### src/rtl/pause_pkg.sv
package pause_pkg;
    // Countdown machine states
    typedef enum logic {
        PQ_IDLE    = 1'b0,
        PQ_PAUSING = 1'b1
    } pq_state_e;
endpackage

### src/rtl/pause_prescaler.sv
module pause_prescaler #(
    parameter int PRESC_W = 9
) (
    input  logic clk,
    input  logic rst_n,
    input  logic restart,
    input  logic run,
    input  logic strobe,
    output logic quantum_done
);
    localparam logic [PRESC_W-1:0] LAST = {PRESC_W{1'b1}};

    logic [PRESC_W-1:0] phase_q;

    // A quantum completes on the strobe that finds the phase at its last value
    assign quantum_done = run && strobe && !restart && (phase_q == LAST);

    always_ff @(posedge clk) begin
        if (!rst_n) begin
            phase_q <= '0;
        end else if (restart || !run) begin
            phase_q <= '0;
        end else if (strobe) begin
            phase_q <= phase_q + 1'b1;
        end
    end
endmodule

### src/rtl/pause_quanta_fsm.sv
module pause_quanta_fsm
    import pause_pkg::*;
#(
    parameter int TIME_W = 16
) (
    input  logic              clk,
    input  logic              rst_n,
    input  logic              load,
    input  logic [TIME_W-1:0] load_value,
    input  logic              quantum_done,
    output logic [TIME_W-1:0] time_left,
    output logic              active,
    output logic              zero_evt
);
    localparam logic [TIME_W-1:0] ONE = TIME_W'(1);

    pq_state_e         state_q, state_d;
    logic [TIME_W-1:0] time_q, time_d;
    logic              zero_q, zero_d;

    // Next-state and next-count selection
    always_comb begin
        state_d = state_q;
        time_d  = time_q;
        zero_d  = 1'b0;
        unique case (state_q)
            PQ_IDLE: begin
                if (load) begin                      // START (or zero load)
                    time_d  = load_value;
                    state_d = (load_value != '0) ? PQ_PAUSING : PQ_IDLE;
                end
            end
            PQ_PAUSING: begin
                if (load) begin                      // RELOAD or CANCEL
                    time_d  = load_value;
                    state_d = (load_value != '0) ? PQ_PAUSING : PQ_IDLE;
                end else if (quantum_done) begin
                    time_d = time_q - ONE;
                    if (time_q == ONE) begin         // EXPIRE
                        state_d = PQ_IDLE;
                        zero_d  = 1'b1;
                    end
                end
            end
            default: begin
                state_d = PQ_IDLE;
                time_d  = '0;
            end
        endcase
    end

    // State register
    always_ff @(posedge clk) begin
        if (!rst_n) begin
            state_q <= PQ_IDLE;
            time_q  <= '0;
            zero_q  <= 1'b0;
        end else begin
            state_q <= state_d;
            time_q  <= time_d;
            zero_q  <= zero_d;
        end
    end

    // Outputs
    always_comb begin
        active    = (state_q == PQ_PAUSING);
        time_left = time_q;
        zero_evt  = zero_q;
    end
endmodule

### src/rtl/pause_frame_tally.sv
module pause_frame_tally #(
    parameter int CNT_W = 16
) (
    input  logic             clk,
    input  logic             rst_n,
    input  logic             inc,
    input  logic             clr,
    output logic [CNT_W-1:0] count
);
    localparam logic [CNT_W-1:0] FULL = {CNT_W{1'b1}};

    logic [CNT_W-1:0] count_q;

    always_ff @(posedge clk) begin
        if (!rst_n) begin
            count_q <= '0;
        end else if (clr) begin
            count_q <= inc ? CNT_W'(1) : '0;
        end else if (inc && count_q != FULL) begin
            count_q <= count_q + 1'b1;
        end
    end

    assign count = count_q;
endmodule

### src/rtl/pause_quanta_timer.sv
module pause_quanta_timer #(
    parameter int TIME_W  = 16,
    parameter int CNT_W   = 16,
    parameter int PRESC_W = 9
) (
    input  logic              clk,
    input  logic              rst_n,
    input  logic              bit_strobe,
    input  logic              pause_valid,
    input  logic [TIME_W-1:0] pause_value,
    input  logic              cnt_read,
    output logic              pause_active,
    output logic [TIME_W-1:0] pause_time,
    output logic              pause_zero_evt,
    output logic              pause_rx_evt,
    output logic [CNT_W-1:0]  pause_frames
);
    logic quantum_done;
    logic active_w;
    logic rx_evt_q;

    pause_prescaler #(.PRESC_W(PRESC_W)) u_presc (
        .clk          (clk),
        .rst_n        (rst_n),
        .restart      (pause_valid),
        .run          (active_w),
        .strobe       (bit_strobe),
        .quantum_done (quantum_done)
    );

    pause_quanta_fsm #(.TIME_W(TIME_W)) u_fsm (
        .clk          (clk),
        .rst_n        (rst_n),
        .load         (pause_valid),
        .load_value   (pause_value),
        .quantum_done (quantum_done),
        .time_left    (pause_time),
        .active       (active_w),
        .zero_evt     (pause_zero_evt)
    );

    pause_frame_tally #(.CNT_W(CNT_W)) u_tally (
        .clk   (clk),
        .rst_n (rst_n),
        .inc   (pause_valid),
        .clr   (cnt_read),
        .count (pause_frames)
    );

    always_ff @(posedge clk) begin
        if (!rst_n) rx_evt_q <= 1'b0;
        else        rx_evt_q <= pause_valid;
    end

    assign pause_rx_evt = rx_evt_q;
    assign pause_active = active_w;
endmodule

### config.mk
export PLATFORM = sky130hd
export DESIGN_NAME = pause_quanta_timer
export DESIGN_NICKNAME = d
export VERILOG_FILES = /design/src/rtl/pause_pkg.sv /design/src/rtl/pause_prescaler.sv /design/src/rtl/pause_quanta_fsm.sv /design/src/rtl/pause_frame_tally.sv /design/src/rtl/pause_quanta_timer.sv
export SDC_FILE = /design/constraint.sdc
export NUM_CORES = 1
export LEC_CHECK = 0
export BUFFER_PORTS_ARGS = -buffer_cell sky130_fd_sc_hd__buf_2
export CAP_MARGIN = 20
export CORE_ASPECT_RATIO = 1.1
export CORE_MARGIN = 5
export CORE_UTILIZATION = 51
export CTS_CLUSTER_DIAMETER = 150
export CTS_CLUSTER_SIZE = 14
export DETAILED_ROUTE_END_ITERATION = 16
export PLACE_DENSITY = 0.77
export RECOVER_POWER = 100
export SETUP_SLACK_MARGIN = 0.3
export SLEW_MARGIN = 10
export SYNTH_ARGS = -nofsm -noshare
export SYNTH_HDL_FRONTEND = slang
export SYNTH_SLANG_ARGS = --single-unit
### constraint.sdc
create_clock -name clk -period 3.2 [get_ports clk]
set_input_delay 0.48 -clock clk [delete_from_list [all_inputs] [get_ports clk]]
set_output_delay 0.48 -clock clk [all_outputs]
set_load 0.01 [all_outputs]
==> flow_summary.yaml, run 1 <==
finish:
  final_common_cell: "dfxtp_1"
  final-seq-area_um2: 881
  multi_input_area_um2: 1360
  drive_gt1_share_pct: 9.82
  layout.nets: 352
  final_core_util_pct: 60.6
  fillers: 413
  diodes: 0
  syn_to_final_growth_pct: 13.8
  layout_common_cells: "dfxtp_1 (44), clkbuf_1 (38), o21ai_0 (24)"
routing:
  viasPerCell: 6.04
  firstDrtPassIters: 4
  drtIter0Drc: 222
  drt.antenna.violating_nets: 0
  vias: 2294
  wl_per_cell_um: 15.1
  drt-total-wl_mm: 5.73
  drc_errors: 0
sta:
  tightest_slew_ns: 0.963
  fin_crit_ns: 2.49
  min_period_over_period_pct: 77.7
  hold_viol: 0
  max_slew_margin_pct: 35.8
  finalSetupViolCount: 0
  drv_slew: 0
  timing.final.ws_setup_ns: 0.712
  rsz0062_at_grt: "no"
  finClkSkew_ns: 0.00769
  fin_setup_tns_ns: 0
  max_freq_mhz: 402
pwr:
  clkPwrFrac_pct: 31.5
  p_switching_uw: 286
  power.leakage_uw: 0.000900
  vdd_drop_max_mv: 0.269
  sw_frac_of_total_pct: 27.1
  intPower_uw: 767
  power_per_cell_area_nw_per_um2: 399
  power.total_uw: 1050
  p_seq_share_pct: 55.8
  power_frac_comb_pct: 12.6
grt:
  grt_pass1_vias: 2052
  grt_pass1_wl_mm: 9.42
  grt_overflow: 0
  grt_max_degree: 28
  antenna_found_initial: 0
  grt_use_total_pct: 20.0
logic_synthesis:
  synth_compound_area_share_pct: 19.9
  netlist_instances: 278
  synth_fa_ha_area_share_pct: 2.70
  yosysWarnings: 0
  synthSimpleGateAreaFrac_pct: 29.9
  synth_area_per_cell_um2: 8.33
  synth.ff_latch_count: 44
  synth_nets: 304
  synth_edf_count: 0
  synth_mux_area_share_pct: 2.16
  yosysSeqAreaShare_pct: 38.0
  synth_xor_area_share_pct: 4.16
  synth_flop_cell: "dfxtp_1"
  ys_types: 48
  syn_area_um2: 2320
  synth_top_family_by_area: "simple AND/OR/NAND/NOR gates"
  synthArstFlopShare_pct: 0
cts:
  insertion_delay_ns: 0.30
  clk_pin_slew_ns: 0.08
  post_cts_buffers: 0
  cts_buffers: 5
  cts_root_buf: "clkbuf_8"
  cts_resized: 0
  h-tree-depth: 2
  clockBufferDepth: 2
  cts_num_sinks: 44
  ctsHoldBuffers: 0
  cts_tree: "yes"
critical_path:
  cp_max_fo: 6
  crit_chain: "ha_1, nand3_1, nor2_1, ha_1, nand3_1, or3_1, or4_2, a31oi_1"
  cpPeakStageDelay_ns: 0.55
  critical_path_buf_inv_count: 0
  cp.required_ns: 3.42
  endpoint_kind: "flop"
  cp.arrival_ns: 2.71
  cp_slowest_cell: "or4_2"
  setup.worst_path.start_class: "flop"
  path_delay_family: "simple AND/OR/NAND/NOR gates"
  worst-setup-path-type: "flop to flop"
floorplan:
  core_area_um2: 4350
  rows: 25
  die_x_um: 74.3
  start_util_pct: 53.3
  pin_count: 56
  die_h_um: 80.7
  die_area_um2: 5990
placement:
  dpl_worst_slack_ns: 0.758
  dpl.hpwl_mm: 4.15
  io_buffers: 55
  gp_congestion: 0.904
hold_path:
  worst_hold_path_type: "input port to flop"
outcome:
  status: "completed"
job:
  max-cap-violations: 0
-- per-layer routing --
layer	track usage [%]	routed length (um)	vias up
li1	-	-	1155
met1	26.0	2680	1062
met2	30.9	2590	68
met3	5.88	369	9
met4	7.83	94	0
met5	0	0	-
-- layout make-up --
type / instances / share of cell area (%)
clock buffers: 6 / 2.75
inverters: 4 / 0.570
clock inverters: 1 / 0.190
repair buffers: 56 / 8.88
multi-input cells: 215 / 51.6
flip-flops and latches: 44 / 33.4
well taps: 54 / 2.56
-- cells in the mapped netlist, drive strengths merged, types with 2 or more instances --
master,n,area share [%]
nor4,8,2.2
nor2b,2,0.54
ha,5,2.7
a31oi,7,1.9
o211ai,3,0.97
nand2,19,3.1
and2,4,1.1
nor3,9,1.9
o31ai,8,2.6
and3,4,1.1
nand4,12,3.2
o211a,4,1.7
and4,2,0.76
dfxtp,44,38
mux2i,5,2.2
xor2,6,2.3
a21oi,16,3.5
nor3b,3,0.97
buf,2,0.38
xnor2,5,1.9
nand3,7,1.5
a41oi,2,0.76
or4,9,3.3
nor4bb,2,0.86
o21ai,24,5.2
or3,11,3.1
nor2,18,2.9
nand2b,6,1.6
clkbuf,13,2.1
inv,4,0.65
-- power by group through the flow --
stage / combinational [uW] / clock (uW) / sequential [uW]
2_1_floorplan: 83.4 / 0 / 604
3_3_place_gp: 137 / 0 / 599
3_5_place_dp: 138 / 0 / 600
4_1_cts: 139 / 340 / 587
5_1_grt: 149 / 368 / 592
6_report: 133 / 332 / 588
-- through the flow --
stage	cell area (um^2)	std cells	hold WS, ns
2_1_floorplan	2320	278	0.454
3_3_place_gp	2620	373	0.470
3_5_place_dp	2620	373	0.483
4_1_cts	2690	380	0.429
5_1_grt	2640	380	0.430
6_report	2640	380	0.439
-- flip-flops by register name, summed over array words and instances, names as in the netlist --
name	count
u_tally.count	16
u_fsm.zero_evt	1
pause_rx_evt	1
u_presc.phase_q	9
u_fsm.active	1
u_fsm.time_left	16
-- logic make-up (layout without fill, tap and decap cells) --
group                      Yosys count  in the layout
AOI/OAI and AO/OA                   73             73
xor gates and xnor gates            11             11
adders and majority gates            5              5
buffers and inverters               19             67
DFF                                 44             44
muxes                                5              5
and+or+nand+nor                    121            121
-- path summary, 6_finish.rpt --
kind              cells past startpoint                   to  slack, ns                from
setup / recovery                      8  u_fsm.time_left[12]       0.71  u_presc.phase_q[0]
hold / removal                        2   u_fsm.time_left[0]       0.44      pause_value[0]
setup reg to reg                      8  u_fsm.time_left[12]       0.71  u_presc.phase_q[0]
hold reg to reg                       2   u_presc.phase_q[7]       0.50  u_presc.phase_q[7]
Note: power is estimated with default switching activity, not from simulation.
==> run 2, diff against run 1 <==
--- a/config.mk
+++ b/config.mk
@@ -5,15 +5,16 @@
 export SDC_FILE = /design/constraint.sdc
 export NUM_CORES = 1
 export LEC_CHECK = 0
+export ABC_AREA = 1
 export BUFFER_PORTS_ARGS = -buffer_cell sky130_fd_sc_hd__buf_2
 export CAP_MARGIN = 20
 export CORE_ASPECT_RATIO = 1.1
 export CORE_MARGIN = 5
-export CORE_UTILIZATION = 51
+export CORE_UTILIZATION = 49
 export CTS_CLUSTER_DIAMETER = 150
 export CTS_CLUSTER_SIZE = 14
 export DETAILED_ROUTE_END_ITERATION = 16
-export PLACE_DENSITY = 0.77
+export PLACE_DENSITY = 0.76
 export RECOVER_POWER = 100
 export SETUP_SLACK_MARGIN = 0.3
 export SLEW_MARGIN = 10
==> constraint.sdc (replaced) <==
create_clock -name clk -period 2.04 [get_ports clk]
set_input_delay 0.306 -clock clk [delete_from_list [all_inputs] [get_ports clk]]
set_output_delay 0.306 -clock clk [all_outputs]
set_load 0.01 [all_outputs]
==> flow_summary.yaml, run 2 <==
grt:
  antenna_found_initial: 0
  grt_overflow: 0
  grt_max_degree: 22
  grt_pass1_vias: 2464
  grt_use_total_pct: 19.3
  grt_pass1_wl_mm: 10.9
finish:
  drive_gt1_share_pct: 16.9
  layout_common_cells: "nand2_1 (108), nor2_1 (66), dfxtp_1 (40)"
  layout.nets: 503
  syn_to_final_growth_pct: 22.4
  fin_cells: 536
  final_common_cell: "nand2_1"
  diodes: 0
placement:
  io_buffers: 55
  dpl.hpwl_mm: 4.86
  dp.cells: 518
  gp_congestion: 0.866
sta:
  max_freq_mhz: 537
  max_slew_margin_pct: 66.6
  drv_slew: 0
  fin_setup_tns_ns: 0
  tightest_slew_ns: 0.501
  rsz0062_at_grt: "yes"
  finalSetupViolCount: 0
  finClkSkew_ns: 0.00827
  min_period_over_period_pct: 91.2
  fin_crit_ns: 1.86
  hold_viol: 0
logic_synthesis:
  synthArstFlopShare_pct: 0
  post-synth-top-count-cell: "nand2_1"
  synth_mux_area_share_pct: 0
  syn_area_um2: 2590
  synthSimpleGateAreaFrac_pct: 42.7
  yosysSeqAreaShare_pct: 34.0
  synth_flop_cell: "dfxtp_1"
  yosys-top-cells-count: "nand2_1 (109), nor2_1 (70), dfxtp_1 (44)"
  synth_edf_count: 0
  yosys.area.top_type_share_pct: 34.0
  synth_xor_area_share_pct: 1.69
  synth_area_per_cell_um2: 6.31
  synth_top_family_by_area: "simple AND/OR/NAND/NOR gates"
  yosys.area.top_type: "dfxtp_1"
  synth_compound_area_share_pct: 11.2
  yosysWarnings: 0
  ys_top_cells_by_area: "dfxtp_1 (34%), nand2_1 (16%), nor2_1 (10%)"
  synth_fa_ha_area_share_pct: 2.41
  synth_nets: 437
  netlist_instances: 411
  synth.ff_latch_count: 44
  ys_types: 28
cts:
  cts_root_buf: "clkbuf_8"
  cts_tree: "yes"
  h-tree-depth: 2
  ctsHoldBuffers: 0
  clockBufferDepth: 2
  cts_buffers: 5
  insertion_delay_ns: 0.30
  cts_num_sinks: 44
  clk_pin_slew_ns: 0.09
routing:
  viasPerCell: 5.40
  firstDrtPassIters: 5
  drt-total-wl_mm: 7.23
  drtIter0Drc: 174
  wl_per_cell_um: 13.5
  vias: 2892
  drc_errors: 0
  drt.antenna.violating_nets: 0
job:
  max-cap-violations: 0
floorplan:
  pin_count: 56
  die_area_um2: 6850
  rows: 27
  die_x_um: 79.4
  core_area_um2: 5070
  start_util_pct: 51.2
  die_h_um: 86.3
pwr:
  vdd_drop_max_mv: 0.428
  power.leakage_uw: 0.00124
  power_per_cell_area_nw_per_um2: 593
critical_path:
  worst-setup-path-type: "flop to flop"
  cp.required_ns: 2.25
  cp.arrival_ns: 2.07
  cp_max_fo: 5
  endpoint_kind: "flop"
  setup.worst_path.start_class: "flop"
hold_path:
  worst_hold_path_type: "input port to flop"
outcome:
  status: "completed"
-- run 2: changes by cell type after synthesis, sizes merged, moves of 9 or more --
cell / previous run / this run
nand2: 19 / 114
clkbuf: 13 / 1
nor2: 18 / 81
a21oi: 16 / 32
or4: 9 / 0
nand3: 7 / 34
or3: 11 / 0
inv: 4 / 39
-- run 2: logic make-up (layout without fill, tap and decap cells) --
family / after synthesis / in the layout
xor gates and xnor gates: 5 / 5
adders and majority gates: 5 / 5
and+or+nand+nor: 253 / 254
DFF: 44 / 44
AOI/OAI and AO/OA: 55 / 55
buffers and inverters: 49 / 115
-- run 2: routing by layer --
layer | up-vias | global-route usage (%) | wire (um)
li1 | 1471 | - | -
met1 | 1286 | 23.8 | 2990
met2 | 121 | 33.2 | 3580
met3 | 14 | 4.68 | 528
met4 | 0 | 5.94 | 129
met5 | - | 0 | 0
-- run 2: metrics by stage --
step | cell area, um^2 | setup slack [ns] | hold WS [ns] | util [%] | total power (uW)
2_1_floorplan | 2590 | 0.445 | 0.443 | - | 1160
3_3_place_gp | 2910 | 0.322 | 0.458 | 57.4 | 1270
3_5_place_dp | 2910 | 0.218 | 0.466 | 57.4 | 1270
4_1_cts | 3030 | 0.299 | 0.262 | 59.8 | 1870
5_1_grt | 3170 | 0.114 | 0.284 | 62.6 | 1980
6_report | 3170 | 0.179 | 0.269 | 62.6 | 1880
-- run 2: final timing paths --
kind | start | slack (ns) | depth (start not counted) | endpoint
hold / removal | pause_value[1] | 0.27 | 3 | u_fsm.time_left[1]
setup / recovery | u_presc.phase_q[0] | 0.18 | 12 | u_fsm.time_left[10]
hold reg to reg | u_presc.phase_q[8] | 0.48 | 2 | u_presc.phase_q[8]
setup reg to reg | u_presc.phase_q[0] | 0.18 | 12 | u_fsm.time_left[10]
-- run 2: timing repair --
action,CTS,global route
gates cloned,0,3
setup buffers,0,7
resized for setup,7,36
pin swaps,1,13
endpoints found under the setup margin,6,24
-- run 2: critical path: stages (launching register included) --
cell and delay [ns]:
dfxtp_1 0.43, ha_4 0.17, nand3_2 0.08, nor2_2 0.10, ha_2 0.17, nand2_2 0.07
o21ai_4 0.20, clkinv_4 0.11, buf_12 0.15, a21oi_4 0.12, nand2_1 0.06, nand2_1 0.05
nor2_1 0.03
-- run 2: where the power goes --
| group | internal [uW] | total (uW) | switching, uW | leakage [uW] |
|---|---|---|---|---|
| clock network | 275 | 597 | 322 | 0.0000434 |
| registers | 886 | 924 | 37.4 | 0.000361 |
| logic | 131 | 363 | 231 | 0.000837 |
| total | 1290 | 1880 | 591 | 0.00124 |
-- run 2: final cells by class --
cell class                 count  area (um^2)
tap                           58         72.6
clock inverter                 2         15.0
clock buffer                   6         82.6
sequential                    44          888
fill                         489         1890
multi-input combinational    319         1590
inverter                      39          151
timing repair buffer          68          372
==> run 3, diff against run 2 <==
==> constraint.sdc (replaced) <==
create_clock -name clk -period 1.65 [get_ports clk]
set_input_delay 0.2475 -clock clk [delete_from_list [all_inputs] [get_ports clk]]
set_output_delay 0.2475 -clock clk [all_outputs]
set_load 0.01 [all_outputs]
==> flow_summary.yaml, run 3 (synthesis gave the netlist of run 2 again) <==
floorplan:
  core_area_um2: 5070
  die_x_um: 79.4
  rows: 27
  die_h_um: 86.3
  pin_count: 56
  die_area_um2: 6850
  start_util_pct: 51.2
critical_path:
  worst-setup-path-type: "flop to flop"
  cp.required_ns: 1.89
  endpoint_kind: "flop"
  path_delay_family: "simple AND/OR/NAND/NOR gates"
  cp.arrival_ns: 1.95
  cp_slowest_cell: "dfxtp_2"
  crit_chain: "ha_4, nand3_2, nor2_2, ha_2, nand2_4, o21ai_4, inv_2, buf_6, nor2_1, nand2_1, a21oi_2"
  cp_max_fo: 12
  critical_path_buf_inv_count: 2
  cpPeakStageDelay_ns: 0.37
  setup.worst_path.start_class: "flop"
sta:
  tightest_slew_ns: 0.777
  finClkSkew_ns: 0.00889
  fin_setup_tns_ns: -0.641
  timing.final.ws_setup_ns: -0.0606
  min_period_over_period_pct: 104
  max_slew_margin_pct: 48.0
  rsz0062_at_grt: "yes"
  max_freq_mhz: 585
  hold_viol: 0
  drv_slew: 0
  fin_crit_ns: 1.71
  finalSetupViolCount: 15
pwr:
  vdd_drop_max_mv: 0.441
  power.leakage_uw: 0.00153
  power_per_cell_area_nw_per_um2: 661
hold_path:
  worst_hold_path_type: "input port to flop"
placement:
  dpl.hpwl_mm: 5.40
  io_buffers: 55
  dpl_worst_slack_ns: -0.0783
  gp_congestion: 0.895
finish:
  layout.nets: 532
  layout_common_cells: "nand2_1 (98), nor2_1 (60), dfxtp_1 (41)"
  diodes: 0
  syn_to_final_growth_pct: 41.0
  final_common_cell: "nand2_1"
  drive_gt1_share_pct: 29.8
job:
  max-cap-violations: 0
grt:
  grt_overflow: 0
  antenna_found_initial: 0
  grt_pass1_vias: 3008
  grt_max_degree: 22
  grt_pass1_wl_mm: 13.5
  grt_use_total_pct: 24.5
routing:
  viasPerCell: 5.43
  drtIter0Drc: 126
  drt.antenna.violating_nets: 0
  vias: 3070
  drc_errors: 0
  firstDrtPassIters: 4
  wl_per_cell_um: 14.7
  drt-total-wl_mm: 8.29
cts:
  clk_pin_slew_ns: 0.09
  cts_buffers: 5
  h-tree-depth: 2
  clockBufferDepth: 2
  cts_tree: "yes"
  insertion_delay_ns: 0.31
  cts_root_buf: "clkbuf_8"
  cts_num_sinks: 44
outcome:
  status: "complete, but fails checks"
  violations: "setup timing"
==> run 3: timing repair <==
item                       in CTS  in global routing
hold buffers                    0                  0
pin swaps                      19                 17
setup buffers                  14                  3
setup endpoints to repair      33                 42
gates resized for setup        50                 47
cloned                          2                  0
==> run 3: per-stage QoR <==
step	area [um^2]	hold WS, ns	utilization [%]	total power (uW)	std cells
after floorplan	2650	0.380	-	1440	411
after global placement	3130	0.454	61.7	1600	538
after detailed placement	3130	0.461	61.7	1610	538
after CTS	3550	0.188	70.0	2400	562
after global routing	3660	0.222	72.1	2530	565
final	3660	0.210	72.1	2420	565
==> run 3: routing by layer <==
metal,GRT usage [%],vias up,wire (um)
li1,-,1524,-
met2,46.2,104,4380
met4,8.28,0,256
met1,27.4,1412,3250
met3,4.26,30,398
met5,0,-,0
==> run 3: tightest hold or removal path: cells and delay by family <==
family | cells | cell delay (ns)
buf+inv | 1 | 0.09
simple gates | 1 | 0.09
compound gates | 1 | 0.05
==> run 3: area by class of cell <==
class,count,area (um^2)
multi-input cells,318,1790
repair buffers,98,656
flip-flops and latches,44,887
clock inverters,1,7.51
fillers,407,1410
well taps,58,72.6
clock buffers,7,86.3
inverters,39,154
==> run 3: worst paths after layout <==
check | start | endpoint | slack [ns] | depth (start not counted)
worst min register to register | u_presc.phase_q[8] | u_presc.phase_q[8] | 0.48 | 2
worst max-delay path | u_presc.phase_q[1] | u_fsm.time_left[8] | -0.06 | 11
worst min-delay path | pause_value[1] | u_fsm.time_left[1] | 0.21 | 3
worst max register to register | u_presc.phase_q[1] | u_fsm.time_left[8] | -0.06 | 11
==> run 3: power breakdown <==
part | switching, uW | internal, uW | total (uW) | leakage, uW
Combinational | 321 | 214 | 535 | 0.00113
Clock | 395 | 341 | 736 | 0.0000445
Sequential | 49.9 | 1100 | 1150 | 0.000360
